File: src/rtl/sup_pkg.sv
package sup_pkg;
    typedef enum logic [1:0] {
        ST_RESET   = 2'd0,
        ST_ACTIVE  = 2'd1,
        ST_SAFE    = 2'd2,
        ST_STANDBY = 2'd3
    } sup_state_e;

    localparam int STAT_W     = 9;
    localparam int B_VBAT_UV  = 0;
    localparam int B_SAFE_UV  = 1;
    localparam int B_IO_UV    = 2;
    localparam int B_CORE     = 3;
    localparam int B_WD       = 4;
    localparam int B_ESM      = 5;
    localparam int B_NRES_ERR = 6;
    localparam int B_ENDRV_ERR = 7;
    localparam int B_OTEMP    = 8;

    localparam int NUM_PINS   = 2;
    localparam int PIN_NRES   = 0;
    localparam int PIN_ENDRV  = 1;
endpackage

File: src/rtl/sup_pin_filter.sv
module sup_pin_filter #(
    parameter int FILT_CYC = 4
) (
    input  logic clk_i,
    input  logic rst_ni,
    input  logic driven_i,
    input  logic sensed_i,
    output logic flag_o
);
    localparam int CW = $clog2(FILT_CYC + 1);
    localparam logic [CW-1:0] LIMIT = CW'(FILT_CYC);

    logic [CW-1:0] cnt_d, cnt_q;
    logic          diff;

    assign diff = driven_i ^ sensed_i;

    always_comb begin
        cnt_d = cnt_q;
        if (!diff) begin
            cnt_d = '0;
        end else if (cnt_q != LIMIT) begin
            cnt_d = cnt_q + 1'b1;
        end
    end

    always_ff @(posedge clk_i or negedge rst_ni) begin
        if (!rst_ni) cnt_q <= '0;
        else         cnt_q <= cnt_d;
    end

    assign flag_o = (cnt_q == LIMIT);


    pin_persist_chk: assert property (@(posedge clk_i) disable iff (!rst_ni)
        flag_o |-> $past(driven_i ^ sensed_i));
endmodule

File: src/rtl/sup_err_cnt.sv
module sup_err_cnt #(
    parameter int CNT_W = 3
) (
    input  logic             clk_i,
    input  logic             rst_ni,
    input  logic             inc_i,
    input  logic [CNT_W-1:0] limit_i,
    output logic [CNT_W-1:0] cnt_o
);
    logic [CNT_W-1:0] cnt_d, cnt_q;

    always_comb begin
        cnt_d = cnt_q;
        if (inc_i) begin
            if (cnt_q < limit_i) cnt_d = cnt_q + 1'b1;
            else                 cnt_d = limit_i;
        end
    end

    always_ff @(posedge clk_i or negedge rst_ni) begin
        if (!rst_ni) cnt_q <= '0;
        else         cnt_q <= cnt_d;
    end

    assign cnt_o = cnt_q;


    cnt_quiet_chk: assert property (@(posedge clk_i) disable iff (!rst_ni)
        !inc_i |=> $stable(cnt_o));


    cnt_step_chk: assert property (@(posedge clk_i) disable iff (!rst_ni)
        (inc_i && (cnt_o < limit_i)) |=> (cnt_o == $past(cnt_o) + 1'b1));
endmodule

File: src/rtl/sup_status.sv
module sup_status #(
    parameter int STAT_W = 9,
    parameter int CNT_W  = 3
) (
    input  logic                    clk_i,
    input  logic                    rst_ni,
    input  logic [STAT_W-1:0]       set_i,
    input  logic                    rd_en_i,
    input  logic [CNT_W-1:0]        err_cnt_i,
    output logic [STAT_W-1:0]       stat_o,
    output logic [STAT_W+CNT_W-1:0] rd_data_o
);
    localparam int RD_W = STAT_W + CNT_W;

    typedef struct packed {
        logic [STAT_W-1:0] stat;
        logic [RD_W-1:0]   rd;
    } stat_t;

    stat_t s_d, s_q;

    always_comb begin
        s_d = s_q;
        if (rd_en_i) begin
            s_d.rd   = {err_cnt_i, s_q.stat};
            s_d.stat = set_i;
        end else begin
            s_d.stat = s_q.stat | set_i;
        end
    end

    always_ff @(posedge clk_i or negedge rst_ni) begin
        if (!rst_ni) s_q <= '0;
        else         s_q <= s_d;
    end

    assign stat_o    = s_q.stat;
    assign rd_data_o = s_q.rd;


    sticky_keep_chk: assert property (@(posedge clk_i) disable iff (!rst_ni)
        !rd_en_i |=> ((stat_o & $past(stat_o)) == $past(stat_o)));


    read_clear_chk: assert property (@(posedge clk_i) disable iff (!rst_ni)
        rd_en_i |=> ((stat_o & ~$past(set_i)) == '0));
endmodule

File: src/rtl/sup_fault_ctrl.sv
module sup_fault_ctrl
    import sup_pkg::*;
#(
    parameter int RST_HOLD   = 8,
    parameter int SAFE_DWELL = 6,
    parameter int FILT_CYC   = 4,
    parameter int ERR_CNT_W  = 3
) (
    input  logic                        clk_i,
    input  logic                        rst_ni,
    input  logic                        vbat_uv_i,
    input  logic                        safing_uv_i,
    input  logic                        otemp_i,
    input  logic                        io_uv_i,
    input  logic                        core_uv_i,
    input  logic                        core_ov_i,
    input  logic                        wd_fail_i,
    input  logic                        esm_fail_i,
    input  logic                        wake_i,
    input  logic                        nres_sense_i,
    input  logic                        endrv_sense_i,
    input  logic                        cfg_core_rst_en_i,
    input  logic                        cfg_wd_rst_en_i,
    input  logic                        cfg_nres_mon_en_i,
    input  logic                        cfg_safe_lock_i,
    input  logic                        cfg_esc_stby_i,
    input  logic [ERR_CNT_W-1:0]        cfg_err_limit_i,
    input  logic                        rd_en_i,
    output logic [STAT_W+ERR_CNT_W-1:0] rd_data_o,
    output logic                        nres_o,
    output logic                        endrv_o,
    output logic                        reg_en_o
);
    localparam int HOLD_W  = (RST_HOLD   > 1) ? $clog2(RST_HOLD)   : 1;
    localparam int DWELL_W = (SAFE_DWELL > 1) ? $clog2(SAFE_DWELL) : 1;
    localparam logic [HOLD_W-1:0]  HOLD_LAST  = HOLD_W'(RST_HOLD - 1);
    localparam logic [DWELL_W-1:0] DWELL_LAST = DWELL_W'(SAFE_DWELL - 1);

    typedef struct packed {
        sup_state_e         state;
        logic [HOLD_W-1:0]  hold;
        logic [DWELL_W-1:0] dwell;
    } ctrl_t;

    ctrl_t c_d, c_q;

    logic                 stby_flt, rst_flt, safe_flt, core_flt;
    logic                 safe_enter;
    logic [NUM_PINS-1:0]  pin_drv, pin_sns, pin_flag;
    logic [STAT_W-1:0]    stat_set, stat_q;
    logic [ERR_CNT_W-1:0] err_cnt;

    // pin read-back monitors, one per supervised pin
    assign pin_drv[PIN_NRES]  = nres_o;
    assign pin_drv[PIN_ENDRV] = endrv_o;
    assign pin_sns[PIN_NRES]  = nres_sense_i;
    assign pin_sns[PIN_ENDRV] = endrv_sense_i;

    for (genvar p = 0; p < NUM_PINS; p++) begin : g_pin
        sup_pin_filter #(.FILT_CYC(FILT_CYC)) u_filt (
            .clk_i    (clk_i),
            .rst_ni   (rst_ni),
            .driven_i (pin_drv[p]),
            .sensed_i (pin_sns[p]),
            .flag_o   (pin_flag[p])
        );
    end

    // fault classification
    assign core_flt = core_uv_i | core_ov_i;
    assign stby_flt = vbat_uv_i | safing_uv_i | otemp_i;
    assign rst_flt  = io_uv_i | (core_flt & cfg_core_rst_en_i)
                    | (wd_fail_i & cfg_wd_rst_en_i);
    assign safe_flt = esm_fail_i | (pin_flag[PIN_NRES] & cfg_nres_mon_en_i);

    // status set vector
    always_comb begin
        stat_set              = '0;
        stat_set[B_VBAT_UV]   = vbat_uv_i;
        stat_set[B_SAFE_UV]   = safing_uv_i;
        stat_set[B_IO_UV]     = io_uv_i;
        stat_set[B_CORE]      = core_flt;
        stat_set[B_WD]        = wd_fail_i;
        stat_set[B_ESM]       = esm_fail_i;
        stat_set[B_NRES_ERR]  = pin_flag[PIN_NRES];
        stat_set[B_ENDRV_ERR] = pin_flag[PIN_ENDRV];
        stat_set[B_OTEMP]     = otemp_i;
    end

    // state machine next-value logic
    always_comb begin
        c_d        = c_q;
        safe_enter = 1'b0;
        unique case (c_q.state)
            ST_RESET: begin
                if (stby_flt)                c_d.state = ST_STANDBY;
                else if (c_q.hold == HOLD_LAST) c_d.state = ST_ACTIVE;
                else                         c_d.hold  = c_q.hold + 1'b1;
            end
            ST_ACTIVE: begin
                if (stby_flt)      c_d.state = ST_STANDBY;
                else if (rst_flt)  c_d.state = ST_RESET;
                else if (safe_flt) begin
                    c_d.state  = ST_SAFE;
                    safe_enter = 1'b1;
                end
            end
            ST_SAFE: begin
                if (stby_flt)                      c_d.state = ST_STANDBY;
                else if (rst_flt)                  c_d.state = ST_RESET;
                else if (c_q.dwell != DWELL_LAST)  c_d.dwell = c_q.dwell + 1'b1;
                else if (err_cnt >= cfg_err_limit_i)
                    c_d.state = cfg_esc_stby_i ? ST_STANDBY : ST_RESET;
                else if (!cfg_safe_lock_i)         c_d.state = ST_RESET;
            end
            ST_STANDBY: begin
                if (wake_i) c_d.state = ST_RESET;
            end
            default: c_d.state = ST_RESET;
        endcase
        if (c_d.state != c_q.state) begin
            c_d.hold  = '0;
            c_d.dwell = '0;
        end
    end

    always_ff @(posedge clk_i or negedge rst_ni) begin
        if (!rst_ni) c_q <= '{state: ST_RESET, hold: '0, dwell: '0};
        else         c_q <= c_d;
    end

    sup_err_cnt #(.CNT_W(ERR_CNT_W)) u_cnt (
        .clk_i   (clk_i),
        .rst_ni  (rst_ni),
        .inc_i   (safe_enter),
        .limit_i (cfg_err_limit_i),
        .cnt_o   (err_cnt)
    );

    sup_status #(.STAT_W(STAT_W), .CNT_W(ERR_CNT_W)) u_stat (
        .clk_i     (clk_i),
        .rst_ni    (rst_ni),
        .set_i     (stat_set),
        .rd_en_i   (rd_en_i),
        .err_cnt_i (err_cnt),
        .stat_o    (stat_q),
        .rd_data_o (rd_data_o)
    );

    assign nres_o   = (c_q.state == ST_ACTIVE) || (c_q.state == ST_SAFE);
    assign endrv_o  = (c_q.state == ST_ACTIVE);
    assign reg_en_o = (c_q.state != ST_STANDBY);


    stby_react_chk: assert property (@(posedge clk_i) disable iff (!rst_ni)
        (stby_flt && reg_en_o) |=> (!reg_en_o && !nres_o && !endrv_o));


    io_react_chk: assert property (@(posedge clk_i) disable iff (!rst_ni)
        (io_uv_i && !stby_flt && nres_o) |=> (reg_en_o && !nres_o && !endrv_o));


    active_hold_chk: assert property (@(posedge clk_i) disable iff (!rst_ni)
        (endrv_o && !stby_flt && !rst_flt && !safe_flt) |=> (endrv_o && nres_o));


    safe_entry_chk: assert property (@(posedge clk_i) disable iff (!rst_ni)
        (endrv_o && esm_fail_i && !stby_flt && !rst_flt) |=> (nres_o && !endrv_o && reg_en_o));


    stby_hold_chk: assert property (@(posedge clk_i) disable iff (!rst_ni)
        (!reg_en_o && !wake_i) |=> !reg_en_o);


    stat_cover_chk: assert property (@(posedge clk_i) disable iff (!rst_ni)
        (stat_set != '0) |=> ((stat_q & $past(stat_set)) == $past(stat_set)));
endmodule

File: config.mk
export PLATFORM = sky130hd
export DESIGN_NAME = sup_fault_ctrl
export DESIGN_NICKNAME = d
export VERILOG_FILES = /design/src/rtl/sup_pkg.sv /design/src/rtl/sup_pin_filter.sv /design/src/rtl/sup_err_cnt.sv /design/src/rtl/sup_status.sv /design/src/rtl/sup_fault_ctrl.sv
export SDC_FILE = /design/constraint.sdc
export NUM_CORES = 1
export LEC_CHECK = 0
export ABC_AREA = 1
export BUFFER_PORTS_ARGS = -buffer_cell sky130_fd_sc_hd__clkbuf_2
export CAP_MARGIN = 10
export CORE_MARGIN = 2
export CORE_UTILIZATION = 38
export DETAILED_ROUTE_END_ITERATION = 10
export PLACE_DENSITY = 0.64
export SLEW_MARGIN = 15
export SYNTH_ARGS = -nofsm -noshare
export SYNTH_HDL_FRONTEND = slang
export SYNTH_HIERARCHICAL = 1
export SYNTH_SLANG_ARGS = --single-unit
export TNS_END_PERCENT = 10
File: constraint.sdc
create_clock -name clk_i -period 4.9 [get_ports clk_i]
set_clock_uncertainty 0.15 [all_clocks]
set_input_delay 0.49 -clock clk_i [delete_from_list [all_inputs] [get_ports clk_i]]
set_output_delay 0.49 -clock clk_i [all_outputs]
set_load 0.005 [all_outputs]
==> flow_metrics.py <==
metrics = {
    "power_and_ir_drop": {
        "combPwrFrac": 0.397,
        "finalPower_mw": 1.08,
        "internal-power_uw": 654,
        "ir_worst_vdd_mv": 0.258,
        "netSwitchingPower_uw": 424,
        "p_leak_nw": 1.53,
        "power_frac_seq": 0.399,
        "power_density_nw_per_um2": 421,
        "switching_share": 0.393,
        "p_clk_frac": 0.204,
    },
    "grt": {
        "grt_max_degree": 39,
        "antenna_found_initial": 0,
        "track_usage": 0.139,
        "overflow": 0,
        "grt_pass1_vias": 1574,
        "grt_pass1_wl_mm": 6.85,
    },
    "finish": {
        "drive_gt1_frac": 0.182,
        "final_nets": 374,
        "final_util": 0.459,
        "area_delta_synth_final_pct": 15.1,
        "fin_cells": 407,
        "insertedDiodeCount": 0,
    },
    "synthesis": {
        "syn-cell-area_um2": 2220,
        "yosysTopAreaCell": "dfrtp_1",
        "synth.top_cell.area_share": 0.427,
        "synth_edf_count": 0,
        "yosysUniqueCellTypes": 24,
        "netlist_instances": 294,
        "synthArstFlopShare": 1.00,
        "synthFlopType": "dfrtp_1",
        "ys_ff_latch": 38,
        "synth_area_leaders": "dfrtp_1, nand2_1, ha_1",
        "yosys-top-cells-count": "nand2_1, inv_1, dfrtp_1, ha_1, nand3_1",
        "yosys_warnings": 6,
        "synth-seq-area-share": 0.427,
        "synth_most_common_cell": "nand2_1",
        "synth_nets": 334,
        "avgSynthCellArea_um2": 7.57,
    },
    "clock_tree": {
        "cts.root.buffer_cell": "clkbuf_8",
        "clock_latency_ns": 0.29,
        "numCtsBuffers": 5,
        "htree_levels": 2,
        "cts_hold_buf": 0,
        "clk_pin_slew_worst_paths_ns": 0.07,
        "cts_buffer_depth": 2,
        "postCtsSetupBuffers": 0,
        "cts_tree": "yes",
        "ctsResizeCount": 0,
        "cts_sinks": 38,
    },
    "place": {
        "place_ws_ns": 2.72,
        "port_buffers": 36,
        "placed_cells": 399,
        "globalplace.congestion": 0.829,
        "dp_hpwl_mm": 3.07,
    },
    "timing": {
        "slew_viol_final": 0,
        "finalSetupTns_ns": 0,
        "finalWorstSetupSlack_ns": 2.79,
        "slew_headroom": 0.365,
        "hold_viol": 0,
        "fin_crit_ns": 2.11,
        "min_period_over_period": 0.432,
        "setup_viol": 0,
        "rsz0062_at_grt": "false",
        "fmax_mhz": 473,
        "worstMarginPinSlew_ns": 0.953,
    },
    "setup_path": {
        "crit_required_ns": 4.26,
        "critPathKind": "register to output pin",
        "cp_max_fo": 7,
        "critPathMaxStageDelay_ns": 0.45,
        "cp-start-kind": "register",
        "crit_path_top_delay_cell": "dfrtp_1",
        "endpoint_kind": "output pin",
        "crit_chain": "inv_1, ha_1, clkbuf_2",
        "arrival_ns": 1.47,
    },
    "drt": {
        "wl_per_cell_um": 9.98,
        "post-route-drc-count": 0,
        "top_layer_used": "met4",
        "wl_met1_mm": 2.04,
        "dr_wl_met3_um": 239,
        "firstDrtPassIters": 4,
        "vias": 1810,
        "detail-route-antenna-nets": 0,
        "wirelength_mm": 4.06,
        "initialDrtViolationCount": 86,
        "met2RoutedLength_mm": 1.71,
        "vias_per_cell": 4.45,
    },
    "floorplanning": {
        "start_util": 0.399,
        "ioPinCount": 37,
        "core-area_um2": 5570,
        "dieWidth_um": 80.5,
        "die_area_um2": 6480,
        "core.rowCount": 27,
        "die_h_um": 80.5,
    },
    "flow_run": {
        "maxCapViolCount": 0,
    },
    "worst_hold_path": {
        "hold_class": "input pin to async pin",
    },
    "run_status": {
        "status": "finished clean",
    },
}
-- cell usage in the layout, fill, tap and decap left out, types with 3 or more instances in the layout --
| cell | netlist | routed |
|---|---|---|
| nand2_2 | 9 | 9 |
| ha_1 | 18 | 18 |
| nand3_1 | 16 | 16 |
| clkbuf_2 | 0 | 36 |
| clkbuf_8 | 0 | 6 |
| a21oi_1 | 4 | 4 |
| inv_2 | 3 | 3 |
| nor2_1 | 15 | 15 |
| inv_1 | 52 | 52 |
| nand2_1 | 119 | 119 |
| dfrtp_1 | 38 | 38 |
-- per-stage QoR --
stage	hold slack, ns	cell area [um^2]
2_1_floorplan	0.0444	2220
3_5_place_dp	0.308	2460
3_3_place_gp	0.305	2460
6_report	0.189	2560
4_1_cts	0.216	2560
5_1_grt	0.273	2560
-- sequential cells by signal, indices dropped and copies added, names as in the netlist --
name and count:
u_stat/rd_data_o 12, u_stat/stat_o 9, c_q 8, g_pin.u_filt/cnt_q 6, u_cnt/cnt_o 3
-- worst paths after layout --
path | cells after the start | startpoint | to | slack [ns]
min in group clk_i | 3 | io_uv_i | u_stat/stat_o[2] | 0.26
min reg2reg | 2 | u_stat/rd_data_o[1] | u_stat/rd_data_o[1] | 0.32
max | 3 | c_q[7] | endrv_o | 2.79
min | 1 | rst_ni | u_stat/rd_data_o[11] | 0.19
max in group asynchronous | 1 | rst_ni | g_pin[1].u_filt/cnt_q[1] | 3.82
max reg2reg | 14 | g_pin[0].u_filt/cnt_q[0] | c_q[2] | 2.80
-- per-layer routing --
| layer | vias to the layer above | GRT usage |
|---|---|---|
| li1 | 964 | - |
| met1 | 794 | 0.186 |
| met2 | 46 | 0.211 |
| met3 | 6 | 0.0416 |
| met4 | 0 | 0.0559 |
| met5 | - | 0 |
-- power groups by stage --
stage	Clock (mW)	Combinational (mW)	Sequential, mW
final	0.220	0.427	0.430
after global routing	0.241	0.500	0.440
after CTS	0.230	0.433	0.430
after detailed placement	0	0.431	0.436
after global placement	0	0.420	0.434
after floorplan	0	0.322	0.423
-- critical path, delay by kind of cell (launching register included) --
| kind | cells | cell delay, ns |
|---|---|---|
| DFF | 1 | 0.45 |
| adders and majority gates | 1 | 0.37 |
| buffers and inverters | 2 | 0.37 |
-- layout make-up --
| class | count | area (um^2) |
|---|---|---|
| clock inverters | 2 | 12.5 |
| inverters | 55 | 206 |
| repair buffers | 36 | 180 |
| clock buffers | 6 | 82.6 |
| well taps | 72 | 90.1 |
| multi-input cells | 198 | 1040 |
| flip-flops and latches | 38 | 951 |
| fillers | 589 | 3010 |
-- kinds of logic after synthesis --
| kind of cell | count (synthesis) | share of synthesized area |
|---|---|---|
| AO/OA/AOI/OAI | 11 | 0.0332 |
| XOR/XNOR | 3 | 0.0118 |
| adder cells (fa/ha/maj) | 18 | 0.101 |
| buffers and inverters | 58 | 0.106 |
| flip-flops | 38 | 0.427 |
| multiplexers | 2 | 0.00900 |
| AND/OR/NAND/NOR | 164 | 0.311 |
No activity file was read; power rests on OpenSTA's default activity.
